### src/rtl/trig_expo_pkg.sv
package trig_expo_pkg;

    typedef enum logic [2:0] {
        ST_IDLE,
        ST_ARM_LN,
        ST_ARM_FR,
        ST_EXPO,
        ST_DRAIN,
        ST_READ
    } ctl_state_e;

    typedef enum logic [1:0] {
        SH_OFF,
        SH_LINE,
        SH_FRAME
    } shut_kind_e;

    typedef struct packed {
        shut_kind_e kind;
        logic       drain;
        logic       hold;
    } trig_cfg_t;

    localparam int MIN_FRAMES = 3;

    function automatic shut_kind_e decode_shut(input logic [1:0] sel);
        shut_kind_e k;
        case (sel)
            2'b01:   k = SH_LINE;
            2'b10:   k = SH_FRAME;
            default: k = SH_OFF;
        endcase
        return k;
    endfunction

    function automatic logic is_busy_state(input ctl_state_e s);
        return (s == ST_EXPO) || (s == ST_DRAIN) || (s == ST_READ);
    endfunction

endpackage

### src/rtl/trig_samp.sv
module trig_samp #(
    parameter int SAMPLE_OFS = 64
) (
    input  logic clk,
    input  logic rst,
    input  logic line_sync,
    input  logic trig_in,
    input  logic strobe_in,
    output logic trig_rise,
    output logic strobe_fall
);
    localparam int OFS_W = $clog2(SAMPLE_OFS + 1) < 1 ? 1 : $clog2(SAMPLE_OFS + 1);

    logic [OFS_W-1:0] pos;
    logic             run;
    logic             trig_q;
    logic             strobe_q;
    logic             samp_pt;

    assign samp_pt = run && (pos == OFS_W'(SAMPLE_OFS));

    always_ff @(posedge clk) begin
        if (rst) begin
            pos         <= '0;
            run         <= 1'b0;
            trig_q      <= 1'b1;
            strobe_q    <= 1'b1;
            trig_rise   <= 1'b0;
            strobe_fall <= 1'b0;
        end else begin
            trig_rise   <= 1'b0;
            strobe_fall <= 1'b0;
            if (line_sync) begin
                pos <= '0;
                run <= 1'b1;
            end else if (samp_pt) begin
                run <= 1'b0;
            end else if (run) begin
                pos <= pos + 1'b1;
            end
            if (samp_pt) begin
                trig_q      <= trig_in;
                strobe_q    <= strobe_in;
                trig_rise   <= trig_in & ~trig_q;
                strobe_fall <= ~strobe_in & strobe_q;
            end
        end
    end
endmodule

### src/rtl/trig_evcnt.sv
module trig_evcnt #(
    parameter int CNT_W = 11
) (
    input  logic             clk,
    input  logic             rst,
    input  logic             clear,
    input  logic             tick,
    input  logic [CNT_W-1:0] target,
    output logic             hit
);
    logic [CNT_W-1:0] cnt;
    logic [CNT_W:0]   nxt;

    assign nxt = {1'b0, cnt} + 1'b1;
    assign hit = tick && !clear && (nxt == {1'b0, target});

    always_ff @(posedge clk) begin
        if (rst || clear) begin
            cnt <= '0;
        end else if (tick) begin
            cnt <= nxt[CNT_W-1:0];
        end
    end
endmodule

### src/rtl/trig_drain.sv
module trig_drain #(
    parameter int DRAIN_LEN = 1045
) (
    input  logic clk,
    input  logic rst,
    input  logic start,
    output logic active,
    output logic last
);
    localparam int DW = $clog2(DRAIN_LEN + 1);

    logic [DW-1:0] cnt;

    assign active = (cnt != '0);
    assign last   = (cnt <= DW'(1));

    always_ff @(posedge clk) begin
        if (rst) begin
            cnt <= '0;
        end else if (start) begin
            cnt <= DW'(DRAIN_LEN);
        end else if (cnt != '0) begin
            cnt <= cnt - 1'b1;
        end
    end
endmodule

### src/rtl/trig_expo_ctrl.sv
module trig_expo_ctrl
    import trig_expo_pkg::*;
#(
    parameter int SAMPLE_OFS = 64,
    parameter int CNT_W      = 11,
    parameter int DRAIN_LEN  = 1045
) (
    input  logic             clk,
    input  logic             rst,
    input  logic             line_sync,
    input  logic             frame_sync,
    input  logic             trig_in,
    input  logic             strobe_in,
    input  logic [1:0]       mode_sel,
    input  logic             drain_en,
    input  logic             strobe_hold,
    input  logic [CNT_W-1:0] expo_len,
    output logic             busy,
    output logic             readout_req,
    output logic             drain_req,
    output logic             force_normal,
    output logic             err_flag
);
    ctl_state_e       state;
    trig_cfg_t        cfg;
    logic [CNT_W-1:0] target;
    logic             strobe_used;
    logic             err_q;

    logic             trig_rise;
    logic             strobe_fall;
    logic             cnt_tick;
    logic             cnt_clear;
    logic             cnt_hit;
    logic             drain_start;
    logic             drain_active;
    logic             drain_last;
    logic             strobe_end;
    logic             end_now;
    shut_kind_e       req_kind;
    logic             len_ok;

    trig_samp #(.SAMPLE_OFS(SAMPLE_OFS)) u_samp (
        .clk        (clk),
        .rst        (rst),
        .line_sync  (line_sync),
        .trig_in    (trig_in),
        .strobe_in  (strobe_in),
        .trig_rise  (trig_rise),
        .strobe_fall(strobe_fall)
    );

    assign cnt_clear = (state != ST_EXPO);
    assign cnt_tick  = (cfg.kind == SH_LINE) ? line_sync : frame_sync;

    trig_evcnt #(.CNT_W(CNT_W)) u_cnt (
        .clk   (clk),
        .rst   (rst),
        .clear (cnt_clear),
        .tick  (cnt_tick),
        .target(target),
        .hit   (cnt_hit)
    );

    assign drain_start = (state == ST_ARM_LN) && line_sync && cfg.drain;

    trig_drain #(.DRAIN_LEN(DRAIN_LEN)) u_drain (
        .clk   (clk),
        .rst   (rst),
        .start (drain_start),
        .active(drain_active),
        .last  (drain_last)
    );

    assign req_kind   = decode_shut(mode_sel);
    assign len_ok     = (req_kind == SH_LINE)  ? (expo_len != '0) :
                        (req_kind == SH_FRAME) ? (expo_len >= CNT_W'(MIN_FRAMES)) : 1'b0;
    assign strobe_end = strobe_fall && !strobe_used && !cfg.hold && (state == ST_EXPO);
    assign end_now    = cnt_hit || strobe_end;

    always_ff @(posedge clk) begin
        if (rst) begin
            state       <= ST_IDLE;
            cfg         <= '{kind: SH_OFF, drain: 1'b0, hold: 1'b0};
            target      <= '0;
            strobe_used <= 1'b0;
            err_q       <= 1'b0;
        end else begin
            case (state)
                ST_IDLE: begin
                    strobe_used <= 1'b0;
                    if (trig_rise && req_kind != SH_OFF) begin
                        if (len_ok) begin
                            cfg.kind  <= req_kind;
                            cfg.drain <= drain_en && (req_kind == SH_LINE);
                            cfg.hold  <= strobe_hold;
                            target    <= expo_len;
                            state     <= (req_kind == SH_LINE) ? ST_ARM_LN : ST_ARM_FR;
                        end else begin
                            err_q <= 1'b1;
                        end
                    end
                end
                ST_ARM_LN: begin
                    if (line_sync) state <= ST_EXPO;
                end
                ST_ARM_FR: begin
                    if (frame_sync) state <= ST_EXPO;
                end
                ST_EXPO: begin
                    if (end_now) state <= drain_last ? ST_READ : ST_DRAIN;
                end
                ST_DRAIN: begin
                    if (drain_last) state <= ST_READ;
                end
                ST_READ: begin
                    state <= ST_IDLE;
                end
                default: state <= ST_IDLE;
            endcase

            if (trig_rise && state != ST_IDLE) begin
                err_q <= 1'b1;
            end
            if (strobe_fall && is_busy_state(state)) begin
                if (strobe_used) err_q <= 1'b1;
                else             strobe_used <= 1'b1;
            end
        end
    end

    assign busy         = is_busy_state(state);
    assign readout_req  = (state == ST_READ);
    assign drain_req    = drain_active;
    assign force_normal = (state != ST_IDLE);
    assign err_flag     = err_q;

endmodule

### config.mk
export PLATFORM = sky130hd
export DESIGN_NAME = trig_expo_ctrl
export DESIGN_NICKNAME = d
export VERILOG_FILES = /design/src/rtl/trig_expo_pkg.sv /design/src/rtl/trig_samp.sv /design/src/rtl/trig_evcnt.sv /design/src/rtl/trig_drain.sv /design/src/rtl/trig_expo_ctrl.sv
export SDC_FILE = /design/constraint.sdc
export NUM_CORES = 1
export LEC_CHECK = 0
export ABC_AREA = 1
export CAP_MARGIN = 15
export CORE_MARGIN = 2
export CORE_UTILIZATION = 56
export DETAILED_ROUTE_END_ITERATION = 8
export PLACE_DENSITY = 0.8
export SLEW_MARGIN = 20
export SYNTH_ARGS = -nofsm -noshare
export SYNTH_HDL_FRONTEND = slang
export SYNTH_HIERARCHICAL = 1
export SYNTH_SLANG_ARGS = --single-unit
export TNS_END_PERCENT = 1
### constraint.sdc
create_clock -name clk -period 2.3 [get_ports clk]
set_clock_uncertainty 0.15 [all_clocks]
set_input_delay 0.23 -clock clk [delete_from_list [all_inputs] [get_ports clk]]
set_output_delay 0.23 -clock clk [all_outputs]
set_load 0.005 [all_outputs]
==> flow_summary.json, run 1 <==
{
  "dp.cells": 584,
  "io_buffers": 25,
  "dieHeight_um": 80.15,
  "synth-seq-cells": 54,
  "h-tree-depth": 2,
  "p_sw_w": 0.001014,
  "setup_viol": 0,
  "wirelength_mm": 7.628,
  "fp.dieW_um": 80.15,
  "viasPerCell": 5.372,
  "clockBufferDepth": 2,
  "firstDrtPassIters": 5,
  "fill_cells": 488,
  "layout.nets": 553,
  "crit_arrival_ps": 2330,
  "dr_total_vias": 3202,
  "pwr-share-clk_pct": 23.9,
  "seqCellArea_um2": 1090,
  "fin_ws_ps": 72.34,
  "hold_class": "input port to flip-flop",
  "first_iter_violations": 212,
  "antennaDiodeCount": 0,
  "worstPathMaxFanout": 4,
  "ys.flop_type": "dfxtp_1",
  "period_minus_slack_ps": 2228,
  "start_util_pct": 58.60,
  "placed_area_um2": 3600,
  "end_kind": "flip-flop",
  "pre_cts_ws_ps": -191.7,
  "die_area_um2": 6423,
  "clk_latency_ps": 310,
  "avgSynthCellArea_um2": 6.695,
  "clk_pin_slew_worst_paths_ps": 100,
  "synthesis.nets": 515,
  "combPwrFrac_pct": 35.9,
  "grt_max_degree": 28,
  "cp_common_cell": "nor2_1",
  "cts_tree": "built",
  "worstPathCellList": "ha_4 > inv_4 > nor2_1 > nor2_1 > nand3_1 > nor2_1 > nand3_1 > nor2_1 > nand3_1 > nor2_1 > nor2_1 > nand2_1 > nand2_2 > nor2_4 > nand3_2 > nand2_1 > inv_1 > nor2_1",
  "fin_area_um2": 3806,
  "status": "completed",
  "swShare_pct": 37.07,
  "worst_slew_margin_rel_pct": 73.05,
  "remaining_drc_errors": 0,
  "drive_gt1_share_pct": 15.08,
  "synth_cell_types": 37,
  "timing.final.hold_violations": 0,
  "crit_slowest_cell": "dfxtp_2",
  "cts_sinks": 54,
  "ys_async_sr_fraction_pct": 0,
  "utilization_pct": 68.70,
  "rows": 27,
  "globalplace.congestion": 0.9502,
  "timing.final.crit_share_pct": 96.85,
  "numCtsBuffers": 5,
  "required_ps": 2400,
  "grt_usage_pct": 24.05,
  "synth-warning-count": 6,
  "irDropWorstVdd_mv": 0.7933,
  "synth_edf_count": 0,
  "core_um2": 5540,
  "power_density_nw_per_um2": 718.5,
  "total_power_w": 0.002735,
  "multi_input_area_um2": 1869,
  "syn-cell-area_um2": 3247,
  "cts_root_buf": "clkbuf_8",
  "syn_to_final_growth_pct": 17.23,
  "worst_pin_slew_ps": 402.8,
  "overflow": 0,
  "p_seq_share_pct": 40.2,
  "antenna_found_initial": 0,
  "hpwl_mm": 5.515,
  "fmax_ghz": 0.4489,
  "cap_violations": 0,
  "startpoint_type": "flip-flop",
  "grt_pass1_wl_mm": 12.46,
  "syn_inst": 485,
  "grt_pass1_vias": 2962,
  "max_stage_delay_ps": 350,
  "internal_power_w": 0.001721,
  "ant_nets": 0,
  "path_class": "flip-flop to flip-flop",
  "drv_slew": 0,
  "yosysSeqAreaShare_pct": 33.29,
  "wl_per_cell_um": 12.80,
  "p_leak_nw": 1.632,
  "ios": 26,
  "rsz0062_at_grt": "yes",
  "instances_no_fill": 596
}
[timing repair]
item,in CTS,in global routing
resized for setup,0,21
setup endpoints to repair,0,4
setup buffers,0,4
hold buffers,0,0
[layer usage]
metal / vias up / global-route usage (%) / part of all wire [%]
li1: 1620 / - / -
met2: 88 / 42.08 / 48
met3: 12 / 4.382 / 4.9
met5: - / 0 / 0
met1: 1482 / 30.17 / 46
met4: 0 / 6.610 / 1.3
[flip-flops by register name (all words and copies together), names as in the netlist]
register and cells:
u_samp/trig_rise 1, state 3, u_samp/trig_q 1, err_flag 1, u_samp/run 1, cfg 4, strobe_used 1, target 11
u_samp/pos 7, u_drain/cnt 11, u_samp/strobe_fall 1, u_cnt/cnt 11, u_samp/strobe_q 1
[synth_stat cells, types with 2 or more instances]
master | number | area share [%]
nand3_2 | 2 | 0.62
or2_2 | 3 | 0.58
nand2_4 | 6 | 2.1
nor2_4 | 7 | 2.4
nor3_2 | 3 | 0.92
buf_4 | 3 | 0.69
ha_1 | 9 | 3.5
xor2_1 | 4 | 1.1
nand4_1 | 8 | 1.5
dfxtp_1 | 54 | 33
o21ai_0 | 17 | 2.6
inv_1 | 70 | 8.1
inv_2 | 5 | 0.58
nor2_1 | 51 | 5.9
buf_6 | 2 | 0.69
o21ai_1 | 2 | 0.31
nor2_2 | 6 | 1.2
a21oi_1 | 42 | 6.5
nand2_1 | 109 | 13
a31oi_1 | 2 | 0.39
nand2_2 | 6 | 1.2
nand3_1 | 56 | 8.6
nand3b_1 | 4 | 0.92
[area by class of cell]
cell class	count	share of cell area, %
Multi-Input combinational cell	348	49.11
Sequential cell	54	28.63
Timing Repair Buffer	39	9.467
Inverter	75	7.462
Tap cell	72	2.367
Clock buffer	5	1.808
Clock inverter	3	1.151
[through the flow]
stage / hold WS (ps) / TNS (ps)
floorplan: 149.1 / 0
detailed placement: 273.8 / -490.0
global placement: 266.1 / -193.0
finish: 184.7 / 0
CTS: 291.9 / 0
global route: 196.1 / -352.9
[final timing paths]
kind / start / to / slack [ps] / cells after the start
worst max register to register: u_cnt/cnt[0] / state[0] / 70 / 18
worst min register to register: u_samp/trig_q / u_samp/trig_rise / 290 / 1
worst max-delay path: u_cnt/cnt[0] / state[0] / 70 / 18
worst min-delay path: line_sync / u_samp/run / 180 / 4
[cell families (layout without fill, tap and decap cells)]
group / count (synthesis) / in the layout / synth area share (%)
and+or+nand+nor: 267 / 267 / 40.50
buffers and inverters: 83 / 122 / 10.60
DFF: 54 / 54 / 33.29
xor gates and xnor gates: 5 / 5 / 1.349
AOI/OAI and AO/OA: 67 / 67 / 10.79
adders and majority gates: 9 / 9 / 3.468
[critical path, delay by kind of cell (launching register included)]
kind,cells,cell delay [ps]
fa+ha+maj,1,240
buf+inv,2,90
simple gates,15,1330
flops,1,350
[power by group through the flow]
stage	Sequential (W)	Clock, W	Combinational [W]
CTS	0.00110	0.000671	0.000974
floorplan	0.00110	0	0.000765
detailed placement	0.00112	0	0.000971
global route	0.00111	0.000708	0.00112
global placement	0.00112	0	0.000939
finish	0.00110	0.000653	0.000983
[layout by cell type (no fill, tap or decap), types with 5 or more instances in the layout]
cell | netlist | routed
nand4_1 | 8 | 8
nand2_2 | 6 | 6
o21ai_0 | 17 | 17
clkbuf_8 | 0 | 5
nand3_1 | 56 | 55
inv_2 | 5 | 6
buf_4 | 3 | 14
a21oi_1 | 42 | 40
nor2_4 | 7 | 8
dfxtp_1 | 54 | 49
nor2_1 | 51 | 51
inv_1 | 70 | 68
ha_1 | 9 | 8
nand2_1 | 109 | 108
nand2_4 | 6 | 7
clkdlybuf4s50_1 | 0 | 23
nor2_2 | 6 | 5
Power figures use the tool's default switching activity.
==> run 2, diff against run 1 <==
--- a/config.mk
+++ b/config.mk
@@ -8,9 +8,9 @@
 export ABC_AREA = 1
 export CAP_MARGIN = 15
 export CORE_MARGIN = 2
-export CORE_UTILIZATION = 56
+export CORE_UTILIZATION = 50
 export DETAILED_ROUTE_END_ITERATION = 8
-export PLACE_DENSITY = 0.8
+export PLACE_DENSITY = 0.73
 export SLEW_MARGIN = 20
 export SYNTH_ARGS = -nofsm -noshare
 export SYNTH_HDL_FRONTEND = slang
==> run 2 against run 1 <==
Sequential cell count unchanged; utilization down 8.9 points; cell area down 0.76%; non-clock buffer count up 1; critical path depth down 12; clock power down 17%; global-route usage down 2.8 points; via count down 3.3%; largest cell class unchanged; highest routed layer unchanged.
==> flow_summary.json, run 2 (synthesis results as in run 1) <==
{
  "status": "completed",
  "utilization_pct": 59.83,
  "power_density_nw_per_um2": 694.6,
  "h-tree-depth": 2,
  "instances_no_fill": 602,
  "ff2ff_path_depth": 17,
  "layout.nets": 554,
  "worstPathMaxFanout": 8,
  "clk_latency_ps": 320,
  "grt_usage_pct": 21.23,
  "drive_gt1_share_pct": 15.05,
  "r2r_start": "u_cnt/cnt[1]",
  "fill_cells": 606,
  "core_um2": 6314,
  "crit_arrival_ps": 1840,
  "timing.final.hold_violations": 0,
  "wl_per_cell_um": 12.20,
  "path_class": "flip-flop to output pin",
  "firstDrtPassIters": 4,
  "remaining_drc_errors": 0,
  "viasPerCell": 5.143,
  "fp.dieW_um": 84.59,
  "start_util_pct": 51.43,
  "ant_nets": 0,
  "globalplace.congestion": 0.9021,
  "first_iter_violations": 112,
  "grt_max_degree": 28,
  "hp-start": "u_samp/trig_q",
  "startpoint_type": "flip-flop",
  "crit_start": "u_drain/cnt[0]",
  "cts_root_buf": "clkbuf_8",
  "fin_hold_ws_ps": 292.1,
  "syn_to_final_growth_pct": 16.34,
  "end_kind": "output pin",
  "numCtsBuffers": 5,
  "overflow": 0,
  "cap_violations": 0,
  "rows": 29,
  "worstHoldPathCells": 1,
  "layout_commonest_cell": "nand2_1",
  "period_minus_slack_ps": 2222,
  "cts_sinks": 54,
  "irDropWorstVdd_mv": 0.6568,
  "die_area_um2": 7155,
  "antenna_found_initial": 0,
  "timing.final.crit_share_pct": 96.62,
  "reg_top3": "target: 11 flops, u_cnt/cnt: 11 flops, u_drain/cnt: 11 flops",
  "worst_slew_margin_rel_pct": 75.41,
  "fmax_ghz": 0.4500,
  "p_leak_nw": 1.609,
  "wirelength_mm": 7.345,
  "dr_wl_met3_um": 261,
  "clk_pin_slew_worst_paths_ps": 110,
  "top_layer_used": "met4",
  "wl_met2_mm": 3.398,
  "required_ps": 1920,
  "hpwl_mm": 5.557,
  "grt_pass1_vias": 2978,
  "fin_ws_ps": 77.70,
  "hold_class": "flip-flop to flip-flop",
  "io_buffers": 25,
  "dieHeight_um": 84.59,
  "cts_tree": "built",
  "drt-met1-wl_mm": 3.557,
  "worst_pin_slew_ps": 367.6,
  "pre_cts_ws_ps": -226.2,
  "total_power_w": 0.002624,
  "setup_viol": 0,
  "dr_total_vias": 3096,
  "drv_slew": 0,
  "clockBufferDepth": 2,
  "ios": 26,
  "mostFrequentLayoutCells": "nand2_1 (107), inv_1 (68), nand3_1 (53), dfxtp_1 (51), nor2_1 (50)",
  "dp.cells": 588,
  "grt_pass1_wl_mm": 12.73,
  "rsz0062_at_grt": "yes",
  "antennaDiodeCount": 0
}
run 2: changes by cell type in the layout (fill, tap and decap cells not counted), sizes merged:
cell / previous run / this run
clkdlybuf4s50: 23 / 25
clkinv: 1 / 2
bufinv: 1 / 0
buf: 14 / 15
dlymetal6s2s: 2 / 0
run 2: metal layers:
metal,up-vias,global-route usage (%)
li1,1630,-
met1,1392,27.87
met2,63,35.58
met3,11,3.638
met4,0,6.638
met5,-,0
run 2: layout make-up:
type                            instances  area, um^2  share of cell area [%]
Sequential cell                        54        1085                   28.72
Multi-Input combinational cell        348        1864                   49.35
Clock inverter                          3       18.77                  0.4969
Tap cell                               77       96.34                   2.551
Clock buffer                            5       68.82                   1.822
Inverter                               75       281.5                   7.453
Timing Repair Buffer                   40       362.8                   9.606
run 2: worst max-delay path: stages (launching register included):
cell             delay (ps)
dfxtp_1                 450
inv_2                   100
ha_1                    210
nand2_2                 100
nor2_4                   50
nand2_4                 110
clkdlybuf4s50_1         510
run 2: stage by stage:
stage	TNS, ps	instance area [um^2]
floorplan	0	3247
global placement	-314.6	3598
detailed placement	-601.7	3598
CTS	0	3686
global route	-540.4	3777
finish	0	3777
run 2: power breakdown:
part | internal (W) | switching (W)
clock | 0.000215 | 0.000328
combinational | 0.000380 | 0.000601
sequential | 0.00102 | 0.0000753
run 2: what timing repair did:
action	in CTS	in global routing
buffers inserted	0	6
endpoints found under the setup margin	0	4
hold buffers	0	0
resized for setup	0	15
run 2: worst paths after layout:
path / end / slack, ps
worst max-delay path: drain_req / 80
worst min-delay path: u_samp/trig_rise / 290
worst max register to register: state[0] / 90
worst min register to register: u_samp/trig_rise / 290
